### src/rtl/irq_arb_pkg.sv
package irq_arb_pkg;

  localparam int unsigned SEL_EN  = 0;
  localparam int unsigned SEL_LVL = 1;
  localparam int unsigned SEL_CTL = 2;

  typedef enum logic [1:0] {
    ST_IDLE   = 2'd0,
    ST_LOW    = 2'd1,
    ST_HIGH   = 2'd2,
    ST_NESTED = 2'd3
  } svcState_e;

  // strobes from control to datapath
  typedef struct packed {
    logic allowLow;
    logic allowHigh;
    logic take;
    logic saveLow;
    logic restoreLow;
    logic clearSvc;
  } arbStrobe_t;

  // vector positions with no source attached
  function automatic logic [127:0] rsvDefault();
    logic [127:0] m;
    m = '0;
    m[8'h13] = 1'b1;
    m[8'h28] = 1'b1;
    m[8'h2B] = 1'b1;
    m[8'h3C] = 1'b1;
    m[8'h44] = 1'b1;
    for (int i = 8'h48; i <= 8'h4B; i++) m[i] = 1'b1;
    m[8'h58] = 1'b1;
    return m;
  endfunction

endpackage

### src/rtl/irq_arb_datapath.sv
module irq_arb_datapath
  import irq_arb_pkg::*;
#(
  parameter int unsigned NUM_VEC = 89,
  parameter int unsigned VEC_W = $clog2(NUM_VEC),
  parameter logic [NUM_VEC-1:0] RSV_MASK = '0
) (
  input  logic               clk,
  input  logic               rstN,
  input  logic [NUM_VEC-1:0] irqReq,
  input  logic               regWe,
  input  logic [1:0]         regSel,
  input  logic [VEC_W-1:0]   regIdx,
  input  logic               regData,
  input  arbStrobe_t         strobe,
  output logic               pendValid,
  output logic [VEC_W-1:0]   pendVec,
  output logic               pendHigh,
  output logic [VEC_W-1:0]   svcVec
);

  logic [NUM_VEC-1:0] enReg;
  logic [NUM_VEC-1:0] lvlReg;
  logic               globalEn;
  logic               vecMode;

  logic selEn, selLvl, selCtl;
  assign selEn  = regWe && (regSel == 2'(SEL_EN));
  assign selLvl = regWe && (regSel == 2'(SEL_LVL));
  assign selCtl = regWe && (regSel == 2'(SEL_CTL));

  // per-source configuration bits; reserved positions are constants
  for (genvar i = 0; i < NUM_VEC; i++) begin : g_src
    if (RSV_MASK[i]) begin : g_tie
      assign enReg[i]  = 1'b0;
      assign lvlReg[i] = 1'b0;
    end else begin : g_reg
      logic enQ, lvlQ;
      always_ff @(posedge clk) begin
        if (!rstN) begin
          enQ  <= 1'b0;
          lvlQ <= 1'b0;
        end else if (regIdx == VEC_W'(i)) begin
          if (selEn)  enQ  <= regData;
          if (selLvl) lvlQ <= regData;
        end
      end
      assign enReg[i]  = enQ;
      assign lvlReg[i] = lvlQ;
    end
  end

  always_ff @(posedge clk) begin
    if (!rstN) begin
      globalEn <= 1'b0;
      vecMode  <= 1'b0;
    end else if (selCtl) begin
      if (regIdx == VEC_W'(0)) globalEn <= regData;
      if (regIdx == VEC_W'(1)) vecMode  <= regData;
    end
  end

  // masking and tier split
  logic [NUM_VEC-1:0] masked, effHigh, hiCand, loCand;
  assign masked  = irqReq & enReg & {NUM_VEC{globalEn}};
  assign effHigh = lvlReg & {NUM_VEC{vecMode}};
  assign hiCand  = masked & effHigh & {NUM_VEC{strobe.allowHigh}};
  assign loCand  = masked & ~effHigh & {NUM_VEC{strobe.allowLow}};

  // lowest set index, with a found flag on top
  function automatic logic [VEC_W:0] pickLowest(input logic [NUM_VEC-1:0] c);
    logic [VEC_W:0] r;
    r = '0;
    for (int i = NUM_VEC - 1; i >= 0; i--) begin
      if (c[i]) r = {1'b1, VEC_W'(i)};
    end
    return r;
  endfunction

  logic [VEC_W:0] hiPick, loPick;
  logic           winValid, winHigh;
  logic [VEC_W-1:0] winVec;

  always_comb begin
    hiPick = pickLowest(hiCand);
    loPick = pickLowest(loCand);
    if (hiPick[VEC_W]) begin
      winValid = 1'b1;
      winHigh  = 1'b1;
      winVec   = hiPick[VEC_W-1:0];
    end else begin
      winValid = loPick[VEC_W];
      winHigh  = 1'b0;
      winVec   = loPick[VEC_W-1:0];
    end
  end

  // presentation register; cleared on accepted acknowledge
  always_ff @(posedge clk) begin
    if (!rstN || strobe.take) begin
      pendValid <= 1'b0;
      pendVec   <= '0;
      pendHigh  <= 1'b0;
    end else begin
      pendValid <= winValid;
      pendVec   <= winValid ? winVec : '0;
      pendHigh  <= winHigh;
    end
  end

  // service vectors: current and the interrupted low one
  logic [VEC_W-1:0] lowVec;
  always_ff @(posedge clk) begin
    if (!rstN) begin
      svcVec <= '0;
      lowVec <= '0;
    end else begin
      if (strobe.saveLow) lowVec <= svcVec;
      if (strobe.take) svcVec <= pendVec;
      else if (strobe.restoreLow) svcVec <= lowVec;
      else if (strobe.clearSvc) svcVec <= '0;
    end
  end

endmodule

### src/rtl/irq_arb_ctrl.sv
module irq_arb_ctrl
  import irq_arb_pkg::*;
(
  input  logic       clk,
  input  logic       rstN,
  input  logic       irqAck,
  input  logic       irqRet,
  input  logic       pendValid,
  input  logic       pendHigh,
  output arbStrobe_t strobe,
  output logic [1:0] svcLevel
);

  svcState_e state, stateNext;
  logic take, pop;

  assign take = irqAck && pendValid;
  assign pop  = irqRet && !take && (state != ST_IDLE);

  always_comb begin
    strobe.allowLow   = (state == ST_IDLE);
    strobe.allowHigh  = (state == ST_IDLE) || (state == ST_LOW);
    strobe.take       = take;
    strobe.saveLow    = take && (state == ST_LOW);
    strobe.restoreLow = pop && (state == ST_NESTED);
    strobe.clearSvc   = pop && ((state == ST_LOW) || (state == ST_HIGH));
  end

  always_comb begin
    stateNext = state;
    if (take) begin
      if (pendHigh) stateNext = (state == ST_LOW) ? ST_NESTED : ST_HIGH;
      else          stateNext = ST_LOW;
    end else if (pop) begin
      stateNext = (state == ST_NESTED) ? ST_LOW : ST_IDLE;
    end
  end

  always_ff @(posedge clk) begin
    if (!rstN) state <= ST_IDLE;
    else       state <= stateNext;
  end

  always_comb begin
    case (state)
      ST_LOW:              svcLevel = 2'd1;
      ST_HIGH, ST_NESTED:  svcLevel = 2'd2;
      default:             svcLevel = 2'd0;
    endcase
  end

endmodule

### src/rtl/irq_arb_top.sv
module irq_arb_top
  import irq_arb_pkg::*;
#(
  parameter int unsigned NUM_VEC = 89,
  parameter int unsigned VEC_W = $clog2(NUM_VEC),
  parameter logic [NUM_VEC-1:0] RSV_MASK = NUM_VEC'(irq_arb_pkg::rsvDefault())
) (
  input  logic               clk,
  input  logic               rstN,
  input  logic [NUM_VEC-1:0] irqReq,
  input  logic               regWe,
  input  logic [1:0]         regSel,
  input  logic [VEC_W-1:0]   regIdx,
  input  logic               regData,
  input  logic               irqAck,
  input  logic               irqRet,
  output logic               irqValid,
  output logic [VEC_W-1:0]   irqVec,
  output logic               irqHigh,
  output logic [1:0]         svcLevel,
  output logic [VEC_W-1:0]   svcVec
);

  arbStrobe_t strobe;

  irq_arb_datapath #(
    .NUM_VEC(NUM_VEC), .VEC_W(VEC_W), .RSV_MASK(RSV_MASK)
  ) u_dp (
    .clk(clk), .rstN(rstN), .irqReq(irqReq),
    .regWe(regWe), .regSel(regSel), .regIdx(regIdx), .regData(regData),
    .strobe(strobe),
    .pendValid(irqValid), .pendVec(irqVec), .pendHigh(irqHigh),
    .svcVec(svcVec)
  );

  irq_arb_ctrl u_ctrl (
    .clk(clk), .rstN(rstN), .irqAck(irqAck), .irqRet(irqRet),
    .pendValid(irqValid), .pendHigh(irqHigh),
    .strobe(strobe), .svcLevel(svcLevel)
  );

endmodule

### config.mk
export PLATFORM = sky130hd
export DESIGN_NAME = irq_arb_top
export DESIGN_NICKNAME = d
export VERILOG_FILES = /design/src/rtl/irq_arb_pkg.sv /design/src/rtl/irq_arb_datapath.sv /design/src/rtl/irq_arb_ctrl.sv /design/src/rtl/irq_arb_top.sv
export SDC_FILE = /design/constraint.sdc
export NUM_CORES = 1
export LEC_CHECK = 0
export BUFFER_PORTS_ARGS = -buffer_cell sky130_fd_sc_hd__buf_4
export CAP_MARGIN = 20
export CORE_MARGIN = 1
export CORE_UTILIZATION = 47
export CTS_BUF_LIST = sky130_fd_sc_hd__clkbuf_8
export DETAILED_ROUTE_END_ITERATION = 8
export PLACE_DENSITY = 0.66
export SYNTH_ARGS = -nofsm -noshare
export SYNTH_HDL_FRONTEND = slang
export SYNTH_SLANG_ARGS = --single-unit
### constraint.sdc
create_clock -name clk -period 8 [get_ports clk]
set_input_delay 1.6 -clock clk [delete_from_list [all_inputs] [get_ports clk]]
set_output_delay 1.6 -clock clk [all_outputs]
set_load 0.02 [all_outputs]
==> flow_summary_export.csv <==
group,metric,value,unit
status,outcome,"finished clean",
synth,synth_seq_cells,185,
synth,synth-main-ff-cell,"dfxtp_1",
global_route,grt_util_met1,57.3,%
drt,drt_iter0_drc,1902,
timing,rsz0062_at_grt,"false",
die,start_util,48.4,%
global_route,antenna_found_initial,1,
cts,clock_tree.buffer_depth,2,
drt,drcViolationCount,0,
synth,synth.avg_cell_area,7.12,um^2
job,max_cap_violations,0,
cells_and_area,multi_input_area,7260,um^2
timing,period_minus_slack,4.40,ns
cts,root_buffer,"clkbuf_8",
die,rows,56,
synth,yosys.area_share.simple,31.9,%
timing,finalSetupViolations,0,
place,routabilityCongestion,1.01,
worst_setup_path,worstPathRequired,8.39,ns
power,cellLeakagePower,4.35,nW
worst_setup_path,critPathKind,"reg2reg",
global_route,grt.busiest_layer,"met2",
timing,relSlewSlack,16.3,%
cts,cts_tree,"done",
cells_and_area,n_antenna_cell,0,
synth,synthArstFlopShare,0,%
global_route,met3_usage,12.5,%
cells_and_area,areaGrowthSynthToFinish,11.7,%
synth,synth_fa_ha_area_share,0.545,%
drt,drtAntennaViolNets,0,
synth,synth_top_area_cell,"dfxtp_1",
cts,cts_resized,0,
drt,totalWireLength,50600,um
synth,syn_area,11500,um^2
drt,post_drt_wl_per_cell,25.4,um
cts,insertion_delay,0.51,ns
worst_setup_path,cp_data_arrival_time,4.79,ns
worst_setup_path,cp_max_fo,38,
synth,synth_compound_area_share,30.4,%
timing,fin_skew,0.0236,ns
worst_setup_path,cp-start-kind,"flop",
die,dieHeight,158,um
power,power_density,134,nW/um^2
cells_and_area,stdcell_count,1992,
cts,cts_hold_buffers,0,
timing,tightest_slew,1.25,ns
drt,dr.pass1.iters,9,
timing,setup_slack,3.60,ns
timing,slew_viol_final,0,
global_route,grt_max_degree,105,
global_route,grt-ovfl-total,0,
global_route,grt_pass1_vias,11734,
timing,final_hold_viol_count,0,
synth,synth.yosys.seq_area_share,32.3,%
cells_and_area,layout.nets,1769,
timing,finalCritPeriodShare,55.0,%
synth,synth.area.top_cells,"dfxtp_1, a21oi_1, o21ai_0",
worst_setup_path,crit_path_end_kind,"flop",
cells_and_area,post-route-util,54.1,%
cts,numCtsBuffers,17,
cells_and_area,final_area,12800,um^2
place,dpl-instance-area,12400,um^2
die,ios,122,
synth,yosys_warnings,0,
cells_and_area,drive_above_1_share,12.7,%
drt,vias,13329,
synth,synth_top_family_by_area,"simple AND/OR/NAND/NOR gates",
place,placedCellCount,1957,
synth,synth.mux.area_fraction,0.0873,%
global_route,grt.total_usage,40.7,%
synth,synth.top_cell.area_share,32.3,%
synth,netlist_instances,1612,
place,place_ws,3.76,ns
global_route,grt_pass1_wl,73700,um
die,dieArea,25000,um^2
cells_and_area,regArea,3710,um^2
power,vdd_drop_max,0.0874,mV
global_route,met2_usage,57.3,%
cts,cts.clk_slew.worst_paths,0.11,ns
synth,synth_fp_nets,1721,
timing,whs,0.472,ns
place,io_buffers,111,
drt,routed_via_density,6.69,
die,fp.dieW,158,um
cts,post_cts_buffers,0,
worst_hold_path,hold_path.class,"reg2reg",
cts,clock-sinks,185,
synth,synth_common_cells,"a21oi_1, nor2_1, o21ai_0",
synth,synthMostInstantiatedCell,"a21oi_1",
place,dpl.hpwl,36200,um
cells_and_area,fillers,2415,
power,p_total,1.72,mW
die,core-area,23700,um^2
timing,fmax,0.227,GHz
cts,cts-htree-levels,4,
timing,tns,0,ns
synth,ys_types,78,
synth,synth-xor-area-share,0,%
synth,synth_edf_count,0,
cell families (layout without fill, tap and decap cells):
group           Yosys count  after routing
simple gates            722            722
fa+ha+maj                 5              5
mux                       1              1
flops                   185            185
compound gates          587            587
buf+inv                 112            173
layout by cell type (no fill, tap or decap), types with 12 or more instances in the layout:
master / n
and2_1: 32
a21boi_0: 16
a31oi_1: 13
dfxtp_1: 183
o21ai_0: 186
nand2_1: 127
a21oi_1: 241
nand4_1: 117
nand3_1: 82
nand2b_1: 14
nor3_1: 17
clkbuf_8: 17
nor2b_1: 17
nor2_1: 224
and4_1: 16
o22ai_1: 12
buf_4: 128
flip-flops by register name, summed over array words and instances, names as in the netlist:
| name | count |
|---|---|
| u_dp.vecMode | 1 |
| u_dp.globalEn | 1 |
| u_dp.pendVec | 7 |
| u_dp.g_src.g_reg.enQ | 79 |
| u_dp.lowVec | 7 |
| u_dp.svcVec | 7 |
| u_ctrl.state | 2 |
| u_dp.pendValid | 1 |
| u_dp.pendHigh | 1 |
| u_dp.g_src.g_reg.lvlQ | 79 |
area by class of cell:
class | count | share of cell area (%)
clock inverters | 15 | 1.22
well taps | 319 | 3.11
inverters | 7 | 0.205
multi-input cells | 1315 | 56.6
flip-flops and latches | 185 | 28.9
repair buffers | 134 | 8.06
clock buffers | 17 | 1.83
where the power goes:
| group | internal (mW) | leakage [nW] | switching, mW |
|---|---|---|---|
| clock | 0.234 | 0.195 | 0.427 |
| combinational | 0.0478 | 2.66 | 0.0863 |
| sequential | 0.921 | 1.49 | 0.00107 |
| total | 1.20 | 4.35 | 0.514 |
worst max-delay path, cell delays in order (launching register included):
cell and delay [ns]:
dfxtp_1 0.36, inv_1 0.11, ha_2 0.70, buf_4 0.59
and2_1 0.41, buf_4 0.40, nand4_1 0.32, and3_1 0.31
and3_1 0.20, and4bb_1 0.22, nand4_1 0.12, nand3_2 0.16
a211oi_1 0.36
worst paths after layout:
check / startpoint / end / slack (ns) / cells past startpoint
worst max-delay path: u_ctrl.state[1] / u_dp.pendVec[5] / 3.60 / 12
worst min-delay path: u_dp.lowVec[5] / u_dp.lowVec[5] / 0.47 / 2
worst max register to register: u_ctrl.state[1] / u_dp.pendVec[5] / 3.60 / 12
worst min register to register: u_dp.lowVec[5] / u_dp.lowVec[5] / 0.47 / 2
layer usage:
layer / vias to the layer above / share of wire [%]
li1: 6120 / -
met5: - / 0
met3: 116 / 13
met1: 6262 / 43
met2: 831 / 41
met4: 0 / 3.7
(Power assumes the default switching activity.)
